==> config.mk <==
export PLATFORM = sky130hd
export DESIGN_NAME = sdram_init_seq
export DESIGN_NICKNAME = d
export VERILOG_FILES = /design/src/rtl/sdram_init_pkg.sv /design/src/rtl/sdram_init_steps.sv /design/src/rtl/sdram_init_gap.sv /design/src/rtl/sdram_init_words.sv /design/src/rtl/sdram_init_seq.sv
export SDC_FILE = /design/constraint.sdc
export NUM_CORES = 1
export LEC_CHECK = 0
export ABC_CLOCK_PERIOD_IN_PS = 2250
export CORE_MARGIN = 10
export CORE_UTILIZATION = 48
export CTS_CLUSTER_SIZE = 14
export DETAILED_ROUTE_END_ITERATION = 10
export PLACE_DENSITY = 0.88
export SYNTH_ARGS = -nofsm -noshare
export SYNTH_HDL_FRONTEND = slang
export SYNTH_SLANG_ARGS = --single-unit
==> constraint.sdc <==
create_clock -name clk -period 2.25 [get_ports clk]
set_clock_uncertainty 0.15 [all_clocks]
set_input_delay 0.675 -clock clk [delete_from_list [all_inputs] [get_ports clk]]
set_output_delay 0.675 -clock clk [all_outputs]
set_load 0.01 [all_outputs]
==> src/rtl/sdram_init_pkg.sv <==
`timescale 1ns/1ps
package sdram_init_pkg;

   localparam int CMD_W    = 6;
   localparam int CMD_MRS  = 0;
   localparam int CMD_EMRS = 1;
   localparam int CMD_AREF = 2;
   localparam int CMD_PRE  = 3;
   localparam int CMD_EMR2 = 4;
   localparam int CMD_EMR3 = 5;

   localparam int MR_W       = 12;
   localparam int STEPS_GEN1 = 7;
   localparam int STEPS_GEN2 = 11;
   localparam int STEPS_MAX  = (STEPS_GEN1 > STEPS_GEN2) ? STEPS_GEN1 : STEPS_GEN2;

   typedef enum logic [1:0] {
      ST_IDLE = 2'd0,
      ST_RUN  = 2'd1,
      ST_FIN  = 2'd2
   } seq_state_e;

endpackage

==> src/rtl/sdram_init_steps.sv <==
`timescale 1ns/1ps
module sdram_init_steps
   import sdram_init_pkg::*;
#(
   parameter int IDX_W = 4
) (
   input  logic             gen1_i,
   input  logic [IDX_W-1:0] idx_i,
   output logic [CMD_W-1:0] strobe_o,
   output logic [MR_W-1:0]  val_o,
   output logic [IDX_W-1:0] count_o
);

   if ((1 << IDX_W) <= STEPS_MAX) begin : g_idx_too_narrow
      $fatal(1, "IDX_W cannot hold the step count");
   end

   assign count_o = gen1_i ? IDX_W'(STEPS_GEN1) : IDX_W'(STEPS_GEN2);

   always_comb begin
      strobe_o = '0;
      val_o    = '0;
      if (gen1_i) begin
         case (int'(idx_i))
            0: strobe_o[CMD_PRE] = 1'b1;
            1: begin strobe_o[CMD_EMRS] = 1'b1; val_o = MR_W'('h000); end
            2: begin strobe_o[CMD_MRS]  = 1'b1; val_o = MR_W'('h133); end
            3: strobe_o[CMD_PRE]  = 1'b1;
            4: strobe_o[CMD_AREF] = 1'b1;
            5: strobe_o[CMD_AREF] = 1'b1;
            6: begin strobe_o[CMD_MRS]  = 1'b1; val_o = MR_W'('h033); end
            default: strobe_o = '0;
         endcase
      end else begin
         case (int'(idx_i))
            0:  strobe_o[CMD_PRE]  = 1'b1;
            1:  strobe_o[CMD_EMR2] = 1'b1;
            2:  strobe_o[CMD_EMR3] = 1'b1;
            3:  begin strobe_o[CMD_EMRS] = 1'b1; val_o = MR_W'('h402); end
            4:  begin strobe_o[CMD_MRS]  = 1'b1; val_o = MR_W'('h143); end
            5:  strobe_o[CMD_PRE]  = 1'b1;
            6:  strobe_o[CMD_AREF] = 1'b1;
            7:  strobe_o[CMD_AREF] = 1'b1;
            8:  begin strobe_o[CMD_MRS]  = 1'b1; val_o = MR_W'('h043); end
            9:  begin strobe_o[CMD_EMRS] = 1'b1; val_o = MR_W'('h782); end
            10: begin strobe_o[CMD_EMRS] = 1'b1; val_o = MR_W'('h402); end
            default: strobe_o = '0;
         endcase
      end
   end

endmodule

==> src/rtl/sdram_init_gap.sv <==
`timescale 1ns/1ps
module sdram_init_gap #(
   parameter int GAP_W   = 8,
   parameter int MIN_GAP = 16
) (
   input  logic             clk,
   input  logic             rst_n,
   input  logic             capture_i,
   input  logic [GAP_W-1:0] cfg_i,
   input  logic             arm_i,
   output logic             expired_o
);

   localparam logic [GAP_W-1:0] FLOOR = GAP_W'(MIN_GAP);

   if (MIN_GAP < 1 || MIN_GAP >= (1 << GAP_W)) begin : g_bad_floor
      $fatal(1, "MIN_GAP must lie in 1 .. 2**GAP_W-1");
   end

   logic [GAP_W-1:0] gap_q;
   logic [GAP_W-1:0] cnt_q;
   logic [GAP_W-1:0] eff;

   assign eff = capture_i ? ((cfg_i < FLOOR) ? FLOOR : cfg_i) : gap_q;

   always_ff @(posedge clk or negedge rst_n) begin
      if (!rst_n) begin
         gap_q <= FLOOR;
         cnt_q <= '0;
      end else begin
         if (capture_i) gap_q <= eff;
         if (arm_i)             cnt_q <= eff;
         else if (cnt_q != '0)  cnt_q <= cnt_q - 1'b1;
      end
   end

   assign expired_o = (cnt_q == '0);

   p_cnt_bound_r5: assert property (@(posedge clk) disable iff (!rst_n)
      cnt_q <= gap_q);
   p_arm_floor_r5: assert property (@(posedge clk) disable iff (!rst_n)
      arm_i |=> cnt_q >= FLOOR);
   p_count_down_r5: assert property (@(posedge clk) disable iff (!rst_n)
      (!arm_i && cnt_q != '0) |=> cnt_q == $past(cnt_q) - 1'b1);

endmodule

==> src/rtl/sdram_init_words.sv <==
`timescale 1ns/1ps
module sdram_init_words #(
   parameter int REF_W        = 16,
   parameter int REF_PERIOD   = 312,
   parameter int REF_PERIOD_W = 10,
   parameter int REF_EN_BIT   = 14,
   parameter int TAP_W        = 7,
   parameter int LANES        = 2,
   parameter int GEN1_TAP     = 'h20,
   parameter int GEN2_TAP     = 'h10
) (
   input  logic                   clk,
   input  logic                   rst_n,
   input  logic                   fire_i,
   input  logic                   gen1_i,
   output logic [REF_W-1:0]       refresh_o,
   output logic [LANES*TAP_W-1:0] tap_o
);

   localparam logic [REF_W-1:0] REF_WORD = REF_W'((1 << REF_EN_BIT) | REF_PERIOD);
   localparam logic [TAP_W-1:0] TAP_G1   = TAP_W'(GEN1_TAP);
   localparam logic [TAP_W-1:0] TAP_G2   = TAP_W'(GEN2_TAP);

   if (REF_PERIOD >= (1 << REF_PERIOD_W)) begin : g_bad_period
      $fatal(1, "REF_PERIOD does not fit its field");
   end
   if (REF_EN_BIT >= REF_W || REF_EN_BIT < REF_PERIOD_W) begin : g_bad_enable
      $fatal(1, "REF_EN_BIT must sit above the period field inside REF_W");
   end
   if (GEN1_TAP >= (1 << TAP_W) || GEN2_TAP >= (1 << TAP_W)) begin : g_bad_tap
      $fatal(1, "tap values do not fit TAP_W");
   end
   if (LANES < 1) begin : g_bad_lanes
      $fatal(1, "LANES must be at least 1");
   end

   logic [REF_W-1:0] refresh_q;

   always_ff @(posedge clk or negedge rst_n) begin
      if (!rst_n)      refresh_q <= '0;
      else if (fire_i) refresh_q <= REF_WORD;
   end
   assign refresh_o = refresh_q;

   for (genvar ln = 0; ln < LANES; ln++) begin : g_lane
      logic [TAP_W-1:0] lane_q;
      always_ff @(posedge clk or negedge rst_n) begin
         if (!rst_n)      lane_q <= '0;
         else if (fire_i) lane_q <= gen1_i ? TAP_G1 : TAP_G2;
      end
      assign tap_o[ln*TAP_W +: TAP_W] = lane_q;

      p_lane_hold_r10: assert property (@(posedge clk) disable iff (!rst_n)
         (lane_q != '0 && !fire_i) |=> $stable(lane_q));
   end

   p_ref_hold_r9: assert property (@(posedge clk) disable iff (!rst_n)
      (refresh_q != '0 && !fire_i) |=> $stable(refresh_q));
   p_ref_load_r9: assert property (@(posedge clk) disable iff (!rst_n)
      fire_i |=> refresh_q == REF_WORD);

endmodule

==> src/rtl/sdram_init_seq.sv <==
`timescale 1ns/1ps
module sdram_init_seq
   import sdram_init_pkg::*;
#(
   parameter int VAL_W        = 13,
   parameter int GAP_W        = 8,
   parameter int MIN_GAP      = 16,
   parameter int REF_W        = 16,
   parameter int REF_PERIOD   = 312,
   parameter int REF_PERIOD_W = 10,
   parameter int REF_EN_BIT   = 14,
   parameter int TAP_W        = 7,
   parameter int LANES        = 2,
   parameter int GEN1_TAP     = 'h20,
   parameter int GEN2_TAP     = 'h10
) (
   input  logic                   clk,
   input  logic                   rst_n,
   input  logic                   start_i,
   input  logic                   strap_ddr1_i,
   input  logic [GAP_W-1:0]       gap_cfg_i,
   output logic [5:0]             cmd_o,
   output logic [VAL_W-1:0]       val_o,
   output logic                   done_o,
   output logic [REF_W-1:0]       refresh_o,
   output logic [LANES*TAP_W-1:0] tap_o
);

   localparam int IDX_W = $clog2(STEPS_MAX + 1);

   if (VAL_W < MR_W) begin : g_val_narrow
      $fatal(1, "VAL_W must hold a mode-register value");
   end

   seq_state_e       st_q;
   logic [IDX_W-1:0] idx_q;
   logic             gen1_q;
   logic [CMD_W-1:0] cmd_q;
   logic [VAL_W-1:0] val_q;
   logic             done_q;

   logic             launch;
   logic             sel_gen1;
   logic [IDX_W-1:0] sel_idx;
   logic [CMD_W-1:0] rom_strobe;
   logic [MR_W-1:0]  rom_val;
   logic [IDX_W-1:0] rom_count;
   logic             expired;
   logic             step;
   logic             finish;

   assign launch   = (st_q == ST_IDLE) && start_i;
   assign sel_gen1 = (st_q == ST_IDLE) ? strap_ddr1_i : gen1_q;
   assign sel_idx  = (st_q == ST_IDLE) ? '0 : idx_q;
   assign step     = launch || ((st_q == ST_RUN) && expired && (idx_q != rom_count));
   assign finish   = (st_q == ST_RUN) && expired && (idx_q == rom_count);

   sdram_init_steps #(.IDX_W(IDX_W)) u_steps (
      .gen1_i   (sel_gen1),
      .idx_i    (sel_idx),
      .strobe_o (rom_strobe),
      .val_o    (rom_val),
      .count_o  (rom_count)
   );

   sdram_init_gap #(.GAP_W(GAP_W), .MIN_GAP(MIN_GAP)) u_gap (
      .clk       (clk),
      .rst_n     (rst_n),
      .capture_i (launch),
      .cfg_i     (gap_cfg_i),
      .arm_i     (step),
      .expired_o (expired)
   );

   sdram_init_words #(
      .REF_W        (REF_W),
      .REF_PERIOD   (REF_PERIOD),
      .REF_PERIOD_W (REF_PERIOD_W),
      .REF_EN_BIT   (REF_EN_BIT),
      .TAP_W        (TAP_W),
      .LANES        (LANES),
      .GEN1_TAP     (GEN1_TAP),
      .GEN2_TAP     (GEN2_TAP)
   ) u_words (
      .clk       (clk),
      .rst_n     (rst_n),
      .fire_i    (finish),
      .gen1_i    (gen1_q),
      .refresh_o (refresh_o),
      .tap_o     (tap_o)
   );

   always_ff @(posedge clk or negedge rst_n) begin
      if (!rst_n) begin
         st_q   <= ST_IDLE;
         idx_q  <= '0;
         gen1_q <= 1'b0;
         cmd_q  <= '0;
         val_q  <= '0;
         done_q <= 1'b0;
      end else begin
         cmd_q <= step ? rom_strobe : '0;
         val_q <= step ? VAL_W'(rom_val) : '0;
         if (launch) begin
            gen1_q <= strap_ddr1_i;
            st_q   <= ST_RUN;
         end
         if (step) idx_q <= sel_idx + IDX_W'(1);
         if (finish) begin
            st_q   <= ST_FIN;
            done_q <= 1'b1;
         end
      end
   end

   assign cmd_o  = cmd_q;
   assign val_o  = val_q;
   assign done_o = done_q;

   // spacing monitor for the gap floor
   logic [GAP_W:0] quiet_q;
   logic           seen_q;
   always_ff @(posedge clk or negedge rst_n) begin
      if (!rst_n) begin
         quiet_q <= '0;
         seen_q  <= 1'b0;
      end else if (cmd_q != '0) begin
         quiet_q <= '0;
         seen_q  <= 1'b1;
      end else if (quiet_q != '1) begin
         quiet_q <= quiet_q + 1'b1;
      end
   end

   p_onehot_r1: assert property (@(posedge clk) disable iff (!rst_n)
      $onehot0(cmd_o));
   p_single_pulse_r1: assert property (@(posedge clk) disable iff (!rst_n)
      (cmd_o != '0) |=> (cmd_o == '0));
   p_val_quiet_r4: assert property (@(posedge clk) disable iff (!rst_n)
      !(cmd_o[CMD_MRS] || cmd_o[CMD_EMRS]) |-> (val_o == '0));
   p_gap_floor_r5: assert property (@(posedge clk) disable iff (!rst_n)
      ((cmd_o != '0) && seen_q) |-> (quiet_q >= (GAP_W+1)'(MIN_GAP)));
   p_strap_held_r6: assert property (@(posedge clk) disable iff (!rst_n)
      (st_q != ST_IDLE) |=> $stable(gen1_q));
   p_done_sticky_r7: assert property (@(posedge clk) disable iff (!rst_n)
      done_o |=> done_o);
   p_done_quiet_r8: assert property (@(posedge clk) disable iff (!rst_n)
      done_o |-> (cmd_o == '0));
   p_words_before_done_r9: assert property (@(posedge clk) disable iff (!rst_n)
      !done_o |-> (refresh_o == '0 && tap_o == '0));

endmodule

==> results.cfg, run 1 <==
[cts]
cts.path.max_buffers = 2
clock_sink_count = 39
cts_inserted_buffers = 5
clock_tree_from_tritoncts = done
clkLatencyLatePin_ns = 0.30
cts.reportedPaths.clkPinSlew_ns = 0.08
cts_hold_buf = 0
cts_root_buffer = sky130_fd_sc_hd__clkbuf_8
htree_num_levels = 2

[worst_setup_path]
worst_setup_path_startpoint = strap_ddr1_i
crit_chain = dlygate4sd2_1, or3b_4, a211o_1, a31oi_4, mux2_4
critical_path.max_fanout = 5
largest_stage_delay_on_the_critical_path_ns = 0.44
timing.critical_path.arrival_ns = 2.21
timing.critical_path.max_delay_family = compound AO/OA/AOI/OAI gates
cp.required_ns = 2.29
slowest_stage = sky130_fd_sc_hd__or3b_4
cp_num_cells = 5
worst_r2r_path_depth = 8
worstSetupPathType = input port to flip-flop
timing.rr.start = st_q[1]$_DFFE_PN0P_
crit_buf_inv = 1
worstSetupEndpointType = flip-flop
reg2reg_slack_ns = 0.10
crit_path_start_kind = input port
end_of_the_critical_path = idx_q[1]$_DFFE_PN0P_
worstReg2RegEnd = cmd_o[1]$_DFF_PN0_

[yosys]
yosysSeqAreaShare_pct = 41.2
yosys_warnings = 0
synth.top_cells.by_area = sky130_fd_sc_hd__dfrtp_1, sky130_fd_sc_hd__buf_4, sky130_fd_sc_hd__nand2_1
postSynth.asyncResetShare_pct = 100
synth_cell_type_count = 55
yosys_most_used_dff = sky130_fd_sc_hd__dfrtp_1
synth_top_area_cell = sky130_fd_sc_hd__dfrtp_1
syn_std_cell_area_sq_um = 2370
synth_commonest_cells = sky130_fd_sc_hd__dfrtp_1, sky130_fd_sc_hd__buf_4, sky130_fd_sc_hd__nand2_1, sky130_fd_sc_hd__nor2_1, sky130_fd_sc_hd__a21oi_1
post_synth.cell_area_avg_sq_um = 9.56
synthesis.instances = 248
ys_ff_latch = 39
number_of_enable_type_register_cells_in_the_synthesized_netlist = 0
synth_top_area_share_pct = 40.1
most_common_cell_in_the_synthesized_netlist = sky130_fd_sc_hd__dfrtp_1

[power_and_ir_drop]
power-per-cell-area_nw_per_um2 = 828
total_leakage_power_nw = 1.31
irDropWorstVdd_uv = 292
total_power_mw = 2.46

[route]
antenna_left = 0
detail_route.drc_violations = 0
average_via_count_per_standard_cell = 5.35
routed-via-count = 1980
drt_pass1_iterations = 4
routedWlPerCell_microns = 15.5
drt-total-wl_microns = 5740
drt_iter0_drc = 144

[floorplan]
core-area_sq_um = 4750
die_height_microns = 90.3
design.die.area_sq_um = 8150
initial_core_utilization_pct = 49.8
die_width_microns = 90.3
number_of_i_o_pins = 62
row_count = 25

[finish]
final.fill_count = 396
drive_gt1_share_pct = 21.8
num-nets-final = 320
post_synthesis_to_final_layout_area_growth_pct = 25.6
finalInstanceArea_sq_um = 2980
utilization_pct = 62.6
diodes = 0

[timing]
maxClockFrequency_ghz = 0.461
worst_slew_pin_slew_ns = 0.524
hold_violations = 0
slew_headroom_pct = 65.1
tns_ns = 0
report.final.setup_viol = 0
rsz_0062_raised_after_global_routing = true
final.period_utilization_pct = 96.5
final_max_slew_viol_count = 0
finalCriticalPeriod_ns = 2.17

[place]
post_dp_cell_area_sq_um = 2810
globalplace.congestion = 0.912
port_buffers = 36
hpwl_microns = 4370

[hold_path]
hold_class = input port to async pin

[global_route]
vias_in_the_first_global_route = 2045
grt_remaining_overflow = 0
grt_max_degree = 24
antenna_found_initial = 0
grtUsageTotal_pct = 14.2
global_route_wire_length_before_repair_microns = 9720

[run]
reported_max_cap_violation_count = 0

[outcome]
run_status = finished clean
==> stage by stage <==
step	worst slack, ns	hold slack [ns]	instances
after floorplan	-0.0317	0.229	272
after global placement	-0.522	0.307	359
after detailed placement	-0.552	0.312	359
after CTS	0.00672	0.169	367
final	0.0787	0.154	370
after global routing	-0.0305	0.175	370
==> worst register-to-register path, delay by kind of cell, from the launching register on <==
| kind | cells | cell delay [ns] |
|---|---|---|
| buffers and inverters | 2 | 0.19 |
| adder cells (fa/ha/maj) | 1 | 0.25 |
| AO/OA/AOI/OAI | 2 | 0.32 |
| flip-flops | 1 | 0.45 |
| AND/OR/NAND/NOR | 3 | 0.71 |
==> per-layer routing <==
layer,track usage [%],vias up,wire (microns)
met2,22.9,93,2800
met1,16.6,949,2310
met3,5.07,14,495
met4,6.37,0,133
met5,0,-,0
li1,-,924,-
==> flip-flops by register name, summed over array words and instances (netlist names) <==
register / cells
u_gap.gap_q: 8
cmd_o: 6
u_words.g_lane.lane_q: 2
idx_q: 4
val_o: 7
gen1_q: 1
u_gap.cnt_q: 8
st_q: 2
done_o: 1
==> kinds of logic (layout without fill, tap and decap cells) <==
family / count (synthesis) / after routing / share of synthesized area (%)
xor+xnor: 2 / 2 / 0.739
fa+ha+maj: 6 / 6 / 3.17
mux: 6 / 6 / 2.69
flops: 39 / 39 / 41.2
simple gates: 94 / 94 / 22.2
other cells: 1 / 25 / 0.158
buf+inv: 54 / 85 / 14.9
compound gates: 46 / 46 / 14.8
==> report_power, final <==
part | switching [mW] | internal (mW) | total (mW)
registers | 0.158 | 0.852 | 1.01
logic | 0.493 | 0.441 | 0.933
clock network | 0.243 | 0.280 | 0.522
==> worst min-delay path by stage <==
| stage | from | to | slack (ns) | cells past startpoint |
|---|---|---|---|---|
| 6_report | rst_n | cmd_o[4]$_DFF_PN0_ | 0.15 | 1 |
| 5_1_grt | rst_n | cmd_o[4]$_DFF_PN0_ | 0.18 | 1 |
| 4_1_cts | rst_n | cmd_o[4]$_DFF_PN0_ | 0.17 | 1 |
| 3_5_place_dp | u_gap.gap_q[1]$_DFFE_PN0P_ | u_gap.gap_q[1]$_DFFE_PN0P_ | 0.31 | 2 |
| 3_3_place_gp | u_gap.gap_q[3]$_DFFE_PN0P_ | u_gap.gap_q[3]$_DFFE_PN0P_ | 0.31 | 2 |
| 2_1_floorplan | rst_n | cmd_o[0]$_DFF_PN0_ | 0.23 | 0 |
==> cells in the final DEF, fill, tap and decap left out, drive strengths merged, types with 4 or more instances in the layout <==
cell type | netlist | routed
nand3 | 5 | 5
o21ai | 6 | 6
nand2b | 4 | 4
nand2 | 27 | 27
nor2 | 15 | 15
nor3 | 11 | 11
nor4 | 9 | 9
clkdlybuf4s50 | 0 | 34
buf | 41 | 33
ha | 6 | 6
a21oi | 12 | 12
clkbuf | 4 | 8
inv | 9 | 9
conb | 1 | 25
dfrtp | 38 | 38
and2 | 4 | 4
a211oi | 5 | 5
==> final cells by class <==
type                       count  area [sq um]  share of cell area, %
inverter                       9          33.8                   1.14
tap                           67          83.8                   2.82
timing repair buffer          68           607                   20.4
sequential                    39           978                   32.9
multi-input combinational    179          1170                   39.4
clock buffer                   8           100                   3.36
==> timing repair <==
action / 4_1_cts / 5_1_grt
pin swaps: 2 / 2
setup buffers: 0 / 3
endpoints found under the setup margin: 30 / 10
resized for setup: 4 / 7
No activity file was read; power rests on OpenSTA's default activity.
==> inputs of run 2 (changes only) <==
--- a/config.mk
+++ b/config.mk
@@ -7,10 +7,10 @@
 export LEC_CHECK = 0
 export ABC_CLOCK_PERIOD_IN_PS = 2250
 export CORE_MARGIN = 10
-export CORE_UTILIZATION = 48
-export CTS_CLUSTER_SIZE = 14
+export CORE_UTILIZATION = 49
+export CTS_CLUSTER_SIZE = 28
 export DETAILED_ROUTE_END_ITERATION = 10
-export PLACE_DENSITY = 0.88
+export PLACE_DENSITY = 0.89
 export SYNTH_ARGS = -nofsm -noshare
 export SYNTH_HDL_FRONTEND = slang
 export SYNTH_SLANG_ARGS = --single-unit
==> results.cfg, run 2 (synthesis gave the netlist of run 1 again) <==
[outcome]
run_status = finished clean

[power_and_ir_drop]
irDropWorstVdd_uv = 435
total_power_mw = 2.63
power-per-cell-area_nw_per_um2 = 876
total_leakage_power_nw = 1.32

[worst_setup_path]
worstSetupPathType = input port to flip-flop
cp.required_ns = 2.29
timing.critical_path.arrival_ns = 2.25
crit_path_start_kind = input port
worstSetupEndpointType = flip-flop
critical_path.max_fanout = 12

[route]
detail_route.drc_violations = 0
antenna_left = 0
routedWlPerCell_microns = 17.9
drt_iter0_drc = 260
routed-via-count = 2037
drt-total-wl_microns = 6410
average_via_count_per_standard_cell = 5.69
drt_pass1_iterations = 4

[global_route]
grt_max_degree = 21
antenna_found_initial = 0
vias_in_the_first_global_route = 2086
grtUsageTotal_pct = 16.2
grt_remaining_overflow = 0
global_route_wire_length_before_repair_microns = 10000

[place]
place_worst_setup_slack_ns = -0.586
globalplace.congestion = 0.873
dp.cells = 348
hpwl_microns = 4510
port_buffers = 36

[cts]
cts.reportedPaths.clkPinSlew_ns = 0.08
clkLatencyLatePin_ns = 0.30
cts.path.max_buffers = 2
clock_sink_count = 39
htree_num_levels = 2
cts_root_buffer = sky130_fd_sc_hd__clkbuf_8
cts_inserted_buffers = 5
clock_tree_from_tritoncts = done

[floorplan]
row_count = 25
core-area_sq_um = 4690
die_height_microns = 89.5
die_width_microns = 89.5
design.die.area_sq_um = 8020
initial_core_utilization_pct = 50.5
number_of_i_o_pins = 62

[finish]
diodes = 0
utilization_pct = 63.9
layout.cells.most_common_list = sky130_fd_sc_hd__dfrtp_1, sky130_fd_sc_hd__clkdlybuf4s50_1, sky130_fd_sc_hd__buf_4
final_common_cell = sky130_fd_sc_hd__dfrtp_1
post_synthesis_to_final_layout_area_growth_pct = 26.6
num-nets-final = 321
drive_gt1_share_pct = 23.4
post_layout_nonfiller_instances = 358

[timing]
report.final.setup_viol = 0
final_max_slew_viol_count = 0
final.setup.worst_slack_ns = 0.0415
maxClockFrequency_ghz = 0.453
whs_ns = 0.180
hold_violations = 0
finalCriticalPeriod_ns = 2.21
final.period_utilization_pct = 98.2

[hold_path]
hold_class = input port to async pin

[run]
reported_max_cap_violation_count = 0
==> run 2: cell count changes in the layout (fill, tap and decap cells not counted), sizes merged <==
cell | previous run | this run
buf | 33 | 34
bufinv | 0 | 1
clkbuf | 8 | 6
clkinv | 0 | 1
==> run 2: routing by layer <==
layer | vias up | track usage [%] | share of wire [%]
li1 | 925 | - | -
met1 | 981 | 18.3 | 38
met2 | 111 | 28.5 | 51
met3 | 20 | 3.56 | 8.1
met5 | - | 0 | 0
met4 | 0 | 6.79 | 3.1
==> run 2: area by class of cell <==
| class | instances | area [sq um] |
|---|---|---|
| timing repair buffer | 69 | 618 |
| clock inverter | 2 | 35.0 |
| fill | 355 | 1690 |
| clock buffer | 6 | 82.6 |
| multi-input combinational | 179 | 1180 |
| sequential | 39 | 978 |
| tap | 54 | 67.6 |
| inverter | 9 | 33.8 |
==> run 2: worst paths after layout <==
check / from / slack, ns / cells past startpoint / to
max: strap_ddr1_i / 0.04 / 6 / cmd_o[2]$_DFF_PN0_
min: rst_n / 0.18 / 1 / cmd_o[4]$_DFF_PN0_
max reg2reg: st_q[0]$_DFFE_PN0P_ / 0.09 / 8 / val_o[1]$_DFF_PN0_
min reg2reg: u_gap.gap_q[1]$_DFFE_PN0P_ / 0.34 / 2 / u_gap.gap_q[1]$_DFFE_PN0P_
max in group asynchronous: rst_n / 1.21 / 2 / u_gap.gap_q[4]$_DFFE_PN1P_
min in group clk: u_gap.gap_q[1]$_DFFE_PN0P_ / 0.34 / 2 / u_gap.gap_q[1]$_DFFE_PN0P_
==> run 2: metrics by stage <==
stage	setup TNS, ns	area (sq um)
after floorplan	-0.0339	2460
after global placement	-13.41	2810
after detailed placement	-15.65	2810
after CTS	0	2950
after global routing	-0.0535	3000
final	0	3000
==> run 2: worst max-delay path, stage by stage <==
cell,delay (ns)
sky130_fd_sc_hd__dlygate4sd2_1,0.24
sky130_fd_sc_hd__or3b_4,0.44
sky130_fd_sc_hd__nand3_1,0.23
sky130_fd_sc_hd__a31oi_4,0.14
sky130_fd_sc_hd__buf_4,0.20
sky130_fd_sc_hd__nor4_1,0.32
==> run 2: timing repair <==
action,CTS,global route
gates resized for setup,6,11
hold buffers,0,0
endpoints found under the setup margin,30,16
setup buffers,0,2
pin swaps,2,1
==> run 2: power by group <==
group	internal, mW	switching (mW)	total, mW	leakage [nW]
combinational	0.463	0.535	0.997	0.766
clock	0.359	0.253	0.612	0.0612
sequential	0.852	0.167	1.02	0.494
total	1.67	0.955	2.63	1.32
